### src/rtl/refdiv_pkg.sv
package refdiv_pkg;
    typedef enum logic [1:0] {
        ST_HALT  = 2'd0,
        ST_CLEAR = 2'd1,
        ST_RUN   = 2'd2
    } run_state_t;

    localparam int SEL_W = 5;
endpackage

### src/rtl/refdiv_stage.sv
module refdiv_stage #(
    parameter int CNT_W = 4
) (
    input  logic             clk,
    input  logic             rst_n,
    input  logic             clr,
    input  logic             tick_in,
    input  logic [CNT_W-1:0] ratio,
    output logic             tick_out
);
    logic [CNT_W-1:0] cnt_q;
    logic             at_last;

    // A ratio of 1 keeps the count at zero, so every input tick passes through.
    assign at_last  = (cnt_q == ratio - CNT_W'(1));
    assign tick_out = tick_in & at_last;

    always_ff @(posedge clk or negedge rst_n) begin
        if (!rst_n) begin
            cnt_q <= '0;
        end else if (clr) begin
            cnt_q <= '0;
        end else if (tick_in) begin
            cnt_q <= at_last ? '0 : cnt_q + CNT_W'(1);
        end
    end
endmodule

### src/rtl/refdiv_chain.sv
module refdiv_chain
    import refdiv_pkg::*;
#(
    parameter int FIX_DIV   = 8,
    parameter int FINE_BASE = 8,
    parameter int MID_BASE  = 4,
    parameter int CRS_LO    = 2,
    parameter int CRS_HI    = 4,
    parameter int CNT_W     = 4
) (
    input  logic             clk_ref,
    input  logic             rst_n,
    input  logic             run_en,
    input  logic             cfg_load,
    input  logic [SEL_W-1:0] cfg_sel,
    output logic             tap_pulse,
    output logic             cmp_pulse
);
    localparam int NSTG    = 5;
    localparam int TAP_IDX = 2;

    run_state_t       state_q, state_d;
    logic [SEL_W-1:0] sel_q;
    logic             run_tick;
    logic             clr_all;
    logic [CNT_W-1:0] ratio [NSTG];
    logic [NSTG:0]    tick;

    // State register
    always_ff @(posedge clk_ref or negedge rst_n) begin
        if (!rst_n) begin
            state_q <= ST_HALT;
        end else begin
            state_q <= state_d;
        end
    end

    // Next-state logic; a load strobe wins in every state
    always_comb begin
        state_d = state_q;
        unique case (state_q)
            ST_HALT: begin
                if (cfg_load)    state_d = ST_CLEAR;
                else if (run_en) state_d = ST_RUN;
            end
            ST_CLEAR: begin
                if (cfg_load)    state_d = ST_CLEAR;
                else if (run_en) state_d = ST_RUN;
                else             state_d = ST_HALT;
            end
            ST_RUN: begin
                if (cfg_load)     state_d = ST_CLEAR;
                else if (!run_en) state_d = ST_HALT;
            end
            default: state_d = ST_HALT;
        endcase
    end

    // State outputs
    always_comb begin
        run_tick = 1'b0;
        clr_all  = 1'b0;
        unique case (state_q)
            ST_HALT:  ;
            ST_CLEAR: clr_all  = 1'b1;
            ST_RUN:   run_tick = 1'b1;
            default:  ;
        endcase
    end

    // Selection holding register
    always_ff @(posedge clk_ref or negedge rst_n) begin
        if (!rst_n) begin
            sel_q <= '0;
        end else if (cfg_load) begin
            sel_q <= cfg_sel;
        end
    end

    // Per-stage ratios
    always_comb begin
        ratio[0] = CNT_W'(FIX_DIV);
        ratio[1] = CNT_W'(FINE_BASE) + CNT_W'(sel_q[0]);
        ratio[2] = CNT_W'(MID_BASE) + CNT_W'(sel_q[1]);
        ratio[3] = sel_q[2] ? CNT_W'(CRS_HI) : CNT_W'(CRS_LO);
        ratio[4] = CNT_W'(sel_q[4:3]) + CNT_W'(1);
    end

    assign tick[0] = run_tick;

    for (genvar g = 0; g < NSTG; g++) begin : g_stage
        refdiv_stage #(.CNT_W(CNT_W)) u_stage (
            .clk      (clk_ref),
            .rst_n    (rst_n),
            .clr      (clr_all),
            .tick_in  (tick[g]),
            .ratio    (ratio[g]),
            .tick_out (tick[g+1])
        );
    end

    assign tap_pulse = tick[TAP_IDX];
    assign cmp_pulse = tick[NSTG];
endmodule

### config.mk
export PLATFORM = sky130hd
export DESIGN_NAME = refdiv_chain
export DESIGN_NICKNAME = d
export VERILOG_FILES = /design/src/rtl/refdiv_pkg.sv /design/src/rtl/refdiv_stage.sv /design/src/rtl/refdiv_chain.sv
export SDC_FILE = /design/constraint.sdc
export NUM_CORES = 1
export LEC_CHECK = 0
export ABC_AREA = 1
export ABC_CLOCK_PERIOD_IN_PS = 1950
export CAP_MARGIN = 20
export CORE_ASPECT_RATIO = 1.75
export CORE_UTILIZATION = 60
export CTS_BUF_LIST = sky130_fd_sc_hd__clkbuf_2
export CTS_CLUSTER_DIAMETER = 100
export DETAILED_ROUTE_END_ITERATION = 12
export PLACE_DENSITY = 0.83
export SYNTH_ARGS = -nofsm -noshare
export SYNTH_HDL_FRONTEND = slang
export SYNTH_SLANG_ARGS = --single-unit
### constraint.sdc
create_clock -name clk_ref -period 1.95 [get_ports clk_ref]
set_clock_uncertainty 0.1 [all_clocks]
set_input_delay 0.39 -clock clk_ref [delete_from_list [all_inputs] [get_ports clk_ref]]
set_output_delay 0.39 -clock clk_ref [all_outputs]
set_load 0.01 [all_outputs]
==> results by group, run 1 <==
Status
  – Run status: complete, but fails checks
  – Failing checks: negative setup slack

Layout
  – Synthesis-to-layout area growth: 23.8%
  – Share of cells above drive strength 1: 25.9%
  – Most frequent cells in the layout: nand2_1, buf_4, inv_1, dfrtp_1, nand3_1
  – Final #Nets: 274
  – Filler cells: 164
  – Register area: 676 um2
  – Ant diodes: 0
  – Commonest non-fill, non-tap cell in the layout: nand2_1
  – Multi-input logic area: 856 um2

Logic synthesis
  – Simple-gate share of the synthesized area: 31.4%
  – Syn Area/Cell: 7.94 um2
  – Syn Inst Count: 209
  – Cell variety after synth: 28
  – Post-Synth Adder-Cell Area: 6.79%
  – Seq/Total Area, Yosys: 40.7%
  – Synthesis-stage register bit count: 27
  – Synth top area share: 40.7%
  – Yosys warnings: 0
  – Dominant cell type by area after synthesis: dfrtp_1
  – Syn nets: 227
  – XOR/XNOR Fraction of Synth Area: 2.11%
  – Mux share of post-synthesis cell area: 0%
  – Dominant cells by area after synthesis: dfrtp_1, nand2_1, nand3_1
  – Largest family of logic cells by synthesized area: simple AND/OR/NAND/NOR gates
  – Synth Cell Area: 1660 um2
  – Synth Area in Compound Gates: 10.2%

STA
  – Max_slew headroom: 76.6%
  – Maximum clock rate: 460 MHz
  – Crit path time final: 2.17 ns
  – TNS Setup: -0.444 ns
  – Hold Vio Cnt, Final: 0
  – Final Setup Violations: 2
  – Actual slew at the worst max-slew pin: 0.350 ns
  – Final Max Slew Viols: 0
  – Final worst path period share: 112%
  – RSZ-0062 raised after global routing: true
  – Setup WS post-layout: -0.225 ns
  – Worst hold margin: 0.252 ns

Floorplan
  – Area of the die: 2990 um2
  – Starting Density: 65.0%
  – Area of the core: 2550 um2
  – Io pins: 11
  – Rows: 24
  – DIE WIDTH: 41.8 um
  – Die height: 71.6 um

Global route
  – Gr usage total: 29.6%
  – Initial antenna violation count: 0
  – Largest net degree at the start of global routing: 28
  – Total grt overflow: 0
  – Vias in the first global route: 1666
  – First-pass GRT wire length: 6870 um

CTS
  – CTS tree: built
  – Maximum clock insertion buffer count: 2
  – CTS Buf Count: 3
  – Clock transition at the registers of the reported paths: 0.24 ns
  – Root Buffer: clkbuf_2
  – Worst-Skew Late Latency: 0.37 ns
  – H-tree depth: 1
  – Clock Sinks: 27

Setup path
  – Worst R2R Path Depth: 12
  – Slowest stage delay, CP: 0.42 ns
  – WS Path Type: flop to output port
  – Crit-path max FO: 2
  – Reg2reg setup slack: 0.19 ns
  – CP max stage cell: dfrtp_1
  – Worst Setup Start Kind: flop
  – CP Cell Sequence: ha_2, nand2_2, nor2_4, nand2_2, inv_2, nand3_4, nor3_2, buf_2
  – Worst EP arrival: 1.68 ns
  – Category of the worst setup path capture point: output port
  – WP data required: 1.46 ns
  – Crit path top cell by count: nand2_2

Run
  – Max-cap violations: 0

Pwr
  – Power per cell area: 930 nW/um2
  – Peak VDD IR: 952 uV
  – Leakage: 1.09 nW
  – Power Total: 1.91 mW

Place
  – Dpl hpwl: 3110 um
  – IO buf count: 10
  – Gpl congestion: 0.855

Drt
  – Detailed Route WL: 4050 um
  – DRC: 0
  – Mean routed wirelength per cell: 14.4 um
  – Starting DRT DRC Count: 54
  – Vias: 1601
  – First-pass iteration count of the detailed router: 4
  – Via density per instance: 5.70
  – Routed Antenna Nets: 0

Min path
  – Hold Path Class: primary input to asynchronous set/reset pin
[per-layer routing]
metal	global-route usage (%)	routed length (um)	part of all wire, %	vias to the layer above
li1	-	-	-	767
met1	29.5	1510	37	775
met2	59.7	2360	58	45
met3	4.03	99	2.4	14
met4	10.0	80	2.0	0
met5	0	0	0	-
[layout make-up]
type	count	area share, %
Timing Repair Buffer	45	17.2
Sequential cell	27	32.9
Tap cell	26	1.58
Multi-Input combinational cell	148	41.7
Inverter	31	5.67
Clock buffer	4	0.975
[worst max-delay path, delay by kind of cell, from the launching register on]
kind,cells,cell delay [ns]
flip-flops,1,0.42
buffers and inverters,2,0.23
AND/OR/NAND/NOR,5,0.46
adder cells (fa/ha/maj),1,0.19
[Yosys cell counts]
| cell type | n |
|---|---|
| clkbuf_8 | 1 |
| nor3_1 | 4 |
| xnor2_1 | 1 |
| nand2_4 | 4 |
| a21o_1 | 1 |
| and2_1 | 1 |
| o22ai_1 | 2 |
| nand4_2 | 1 |
| a21oi_1 | 7 |
| buf_6 | 1 |
| nor3b_1 | 1 |
| inv_1 | 27 |
| nand2_1 | 41 |
| nand3_4 | 1 |
| xor2_1 | 3 |
| ha_1 | 9 |
| o21ai_0 | 14 |
| buf_2 | 1 |
| dfrtp_1 | 27 |
| nand3_1 | 23 |
| o32ai_1 | 1 |
| nor2_4 | 2 |
| o21ai_2 | 4 |
| nor2_1 | 22 |
| nand4_1 | 1 |
| nand2_2 | 3 |
| inv_2 | 4 |
| nor2_2 | 2 |
[sequential cells by signal, summed over array words and instances (netlist names)]
| signal | flops |
|---|---|
| sel_q | 5 |
| state_q | 2 |
| g_stage.u_stage.cnt_q | 20 |
[kinds of logic after synthesis]
| logic type | after synthesis |
|---|---|
| XOR/XNOR | 4 |
| flip-flops | 27 |
| AO/OA/AOI/OAI | 29 |
| adder cells (fa/ha/maj) | 9 |
| AND/OR/NAND/NOR | 106 |
| buffers and inverters | 34 |
[report_power, final]
group | switching (mW) | internal (mW) | total, mW
registers | 0.0657 | 0.651 | 0.717
clock network | 0.166 | 0.0541 | 0.220
logic | 0.576 | 0.395 | 0.971
[per-stage QoR]
stage	setup slack (ns)	util, %	cell area (um2)	cells
2_1_floorplan	0.176	-	1660	209
3_5_place_dp	-0.217	78.4	2000	274
3_3_place_gp	-0.116	78.4	2000	274
4_1_cts	-0.186	79.5	2030	279
6_report	-0.225	80.4	2050	281
5_1_grt	-0.311	80.4	2050	281
[path summary, 6_finish.rpt]
| kind | to | start |
|---|---|---|
| max | cmp_pulse | g_stage[0].u_stage.cnt_q[1] |
| max reg2reg | g_stage[2].u_stage.cnt_q[3] | g_stage[0].u_stage.cnt_q[1] |
| max in group asynchronous | g_stage[3].u_stage.cnt_q[1] | rst_n |
| min reg2reg | g_stage[2].u_stage.cnt_q[3] | g_stage[2].u_stage.cnt_q[3] |
| min | g_stage[1].u_stage.cnt_q[0] | rst_n |
| min in group clk_ref | g_stage[2].u_stage.cnt_q[3] | g_stage[2].u_stage.cnt_q[3] |
[timing repair]
item,CTS,global route
hold endpoints to repair,0,0
pin swaps,0,2
buffers inserted,1,2
hold buffers,0,0
gates resized for setup,10,3
endpoints found under the setup margin,2,2
No activity file was read; power rests on OpenSTA's default activity.
==> inputs of run 2 (changes only) <==
--- a/config.mk
+++ b/config.mk
@@ -13,7 +13,7 @@
 export CTS_BUF_LIST = sky130_fd_sc_hd__clkbuf_2
 export CTS_CLUSTER_DIAMETER = 100
 export DETAILED_ROUTE_END_ITERATION = 12
-export PLACE_DENSITY = 0.83
+export PLACE_DENSITY = 0.77
 export SYNTH_ARGS = -nofsm -noshare
 export SYNTH_HDL_FRONTEND = slang
 export SYNTH_SLANG_ARGS = --single-unit
==> run 2 against run 1 <==
  * The run still ends with negative setup slack left
  * Non-clock buffer count up 6
  * Global-route usage up 0.15 points
  * Core utilization up 2.7 points
  * Maximum frequency down 0.47%
  * Routed wire length down 1.2%
  * First-iteration DRC count up 63%
  * Die area unchanged
  * Cell area up 3.4%
  * Worst setup slack worse by 0.010 ns
  * Clock power about the same
  * Critical endpoint unchanged
  * Largest cell class unchanged
  * Largest power group unchanged
==> results by group, run 2 (same netlist as run 1, synthesis figures left out) <==
Global route
  – First-pass GRT wire length: 7040 um
  – Met3 track demand over resource: 1.76%
  – Met1 global-route usage: 31.3%
  – Initial antenna violation count: 0
  – Vias in the first global route: 1685
  – Gr usage total: 29.8%
  – Met2 Use GR: 59.2%
  – Largest net degree at the start of global routing: 28
  – Total grt overflow: 0
  – Global routing's busiest layer: met2

Setup path
  – Worst Setup Start Kind: flop
  – Slowest stage delay, CP: 0.46 ns
  – CP Cell Sequence: ha_4, nand2_4, nor2_4, nand2_2, inv_2, nand3_4, nor3_4, buf_2
  – CP max stage cell: dfrtp_1
  – Category of the worst setup path capture point: output port
  – Crit-path max FO: 2
  – WP data required: 1.46 ns
  – Worst EP arrival: 1.70 ns
  – WS Path Type: flop to output port

Drt
  – Starting DRT DRC Count: 88
  – Routed Antenna Nets: 0
  – Vias: 1585
  – DRC: 0
  – Via density per instance: 5.52
  – Detailed Route WL: 4000 um
  – Mean routed wirelength per cell: 13.9 um
  – First-pass iteration count of the detailed router: 4

CTS
  – Worst-Skew Late Latency: 0.38 ns
  – CTS Buf Count: 3
  – Maximum clock insertion buffer count: 2
  – Clock Sinks: 27
  – H-tree depth: 1
  – Clock transition at the registers of the reported paths: 0.26 ns
  – CTS tree: built
  – Root Buffer: clkbuf_2

Place
  – IO buf count: 10
  – Gpl congestion: 0.856
  – Dpl hpwl: 2990 um
  – Pre-CTS setup slack: -0.192 ns
  – Placed Area: 2030 um2

Floorplan
  – Rows: 24
  – Starting Density: 65.0%
  – Area of the die: 2990 um2
  – Io pins: 11
  – Die height: 71.6 um
  – Area of the core: 2550 um2
  – DIE WIDTH: 41.8 um

Status
  – Failing checks: negative setup slack
  – Run status: complete, but fails checks

Run
  – Max-cap violations: 0

Layout
  – Biggest regs: g_stage.u_stage.cnt_q: 20 flops, sel_q: 5 flops, state_q: 2 flops
  – Filler cells: 163
  – Final #Nets: 280
  – Synthesis-to-layout area growth: 28.0%
  – Largest register FFs: 20
  – Share of cells above drive strength 1: 27.6%
  – Ant diodes: 0
  – Most flops, register: g_stage.u_stage.cnt_q
  – Fin area: 2120 um2
  – Util after Layout: 83.2%
  – Most frequent cells in the layout: nand2_1, buf_4, inv_1, dfrtp_1, nand3_1

STA
  – Hold Vio Cnt, Final: 0
  – Setup WS post-layout: -0.235 ns
  – Max_slew headroom: 76.3%
  – Crit path time final: 2.19 ns
  – TNS Setup: -0.391 ns
  – Maximum clock rate: 458 MHz
  – RSZ-0062 raised after global routing: true
  – Actual slew at the worst max-slew pin: 0.355 ns
  – Final Max Slew Viols: 0
  – Final worst path period share: 112%
  – Final Setup Violations: 2

Min path
  – Hold Path Class: primary input to asynchronous set/reset pin

Pwr
  – Leakage: 1.14 nW
  – Power Total: 1.95 mW
  – Power per cell area: 919 nW/um2
  – Peak VDD IR: 1100 uV
run 2: routing by layer:
| layer | up-vias | wire length, um | part of all wire (%) |
|---|---|---|---|
| li1 | 774 | - | - |
| met1 | 758 | 1540 | 39 |
| met2 | 42 | 2260 | 56 |
| met3 | 11 | 95 | 2.4 |
| met4 | 0 | 103 | 2.6 |
| met5 | - | 0 | 0 |
run 2: final cells by class:
type                    count  area, um2  share of cell area, %
multi-input cells         148        877                   41.3
flip-flops and latches     27        676                   31.8
well taps                  26       32.5                   1.53
repair buffers             51        402                   18.9
clock inverters             1       5.00                  0.236
inverters                  31        116                   5.48
clock buffers               3       15.0                  0.707
run 2: repair_timing:
| item | in CTS | in global routing |
|---|---|---|
| gates resized for setup | 14 | 3 |
| setup endpoints to repair | 2 | 2 |
| cloned | 0 | 0 |
| pin swaps | 3 | 5 |
| hold buffers | 0 | 0 |
| buffers inserted | 4 | 1 |
run 2: worst max-delay path: cells and delay by family, from the launching register on:
kind	cells	cell delay (ns)
adders and majority gates	1	0.17
buffers and inverters	2	0.23
DFF	1	0.46
and+or+nand+nor	5	0.46
run 2: where the power goes:
part | internal [mW] | switching, mW | leakage [nW] | total (mW)
clock | 0.0465 | 0.172 | 0.0164 | 0.218
combinational | 0.421 | 0.587 | 0.771 | 1.01
sequential | 0.651 | 0.0741 | 0.358 | 0.725
run 2: per-stage QoR:
stage               hold WS (ns)  cells
floorplan               -0.00559    209
global placement           0.367    278
detailed placement         0.380    278
CTS                        0.254    286
global route               0.265    287
finish                     0.247    287
run 2: worst paths after layout:
path	from	endpoint	slack, ns	cells after the start
worst max-delay path	g_stage[0].u_stage.cnt_q[0]	cmp_pulse	-0.24	8
worst min-delay path	rst_n	g_stage[0].u_stage.cnt_q[0]	0.25	2
worst max register to register	g_stage[0].u_stage.cnt_q[0]	g_stage[4].u_stage.cnt_q[1]	0.24	11
worst min register to register	g_stage[2].u_stage.cnt_q[3]	g_stage[2].u_stage.cnt_q[3]	0.43	2
max in group asynchronous	rst_n	g_stage[1].u_stage.cnt_q[3]	1.23	2
min in group clk_ref	g_stage[2].u_stage.cnt_q[3]	g_stage[2].u_stage.cnt_q[3]	0.43	2
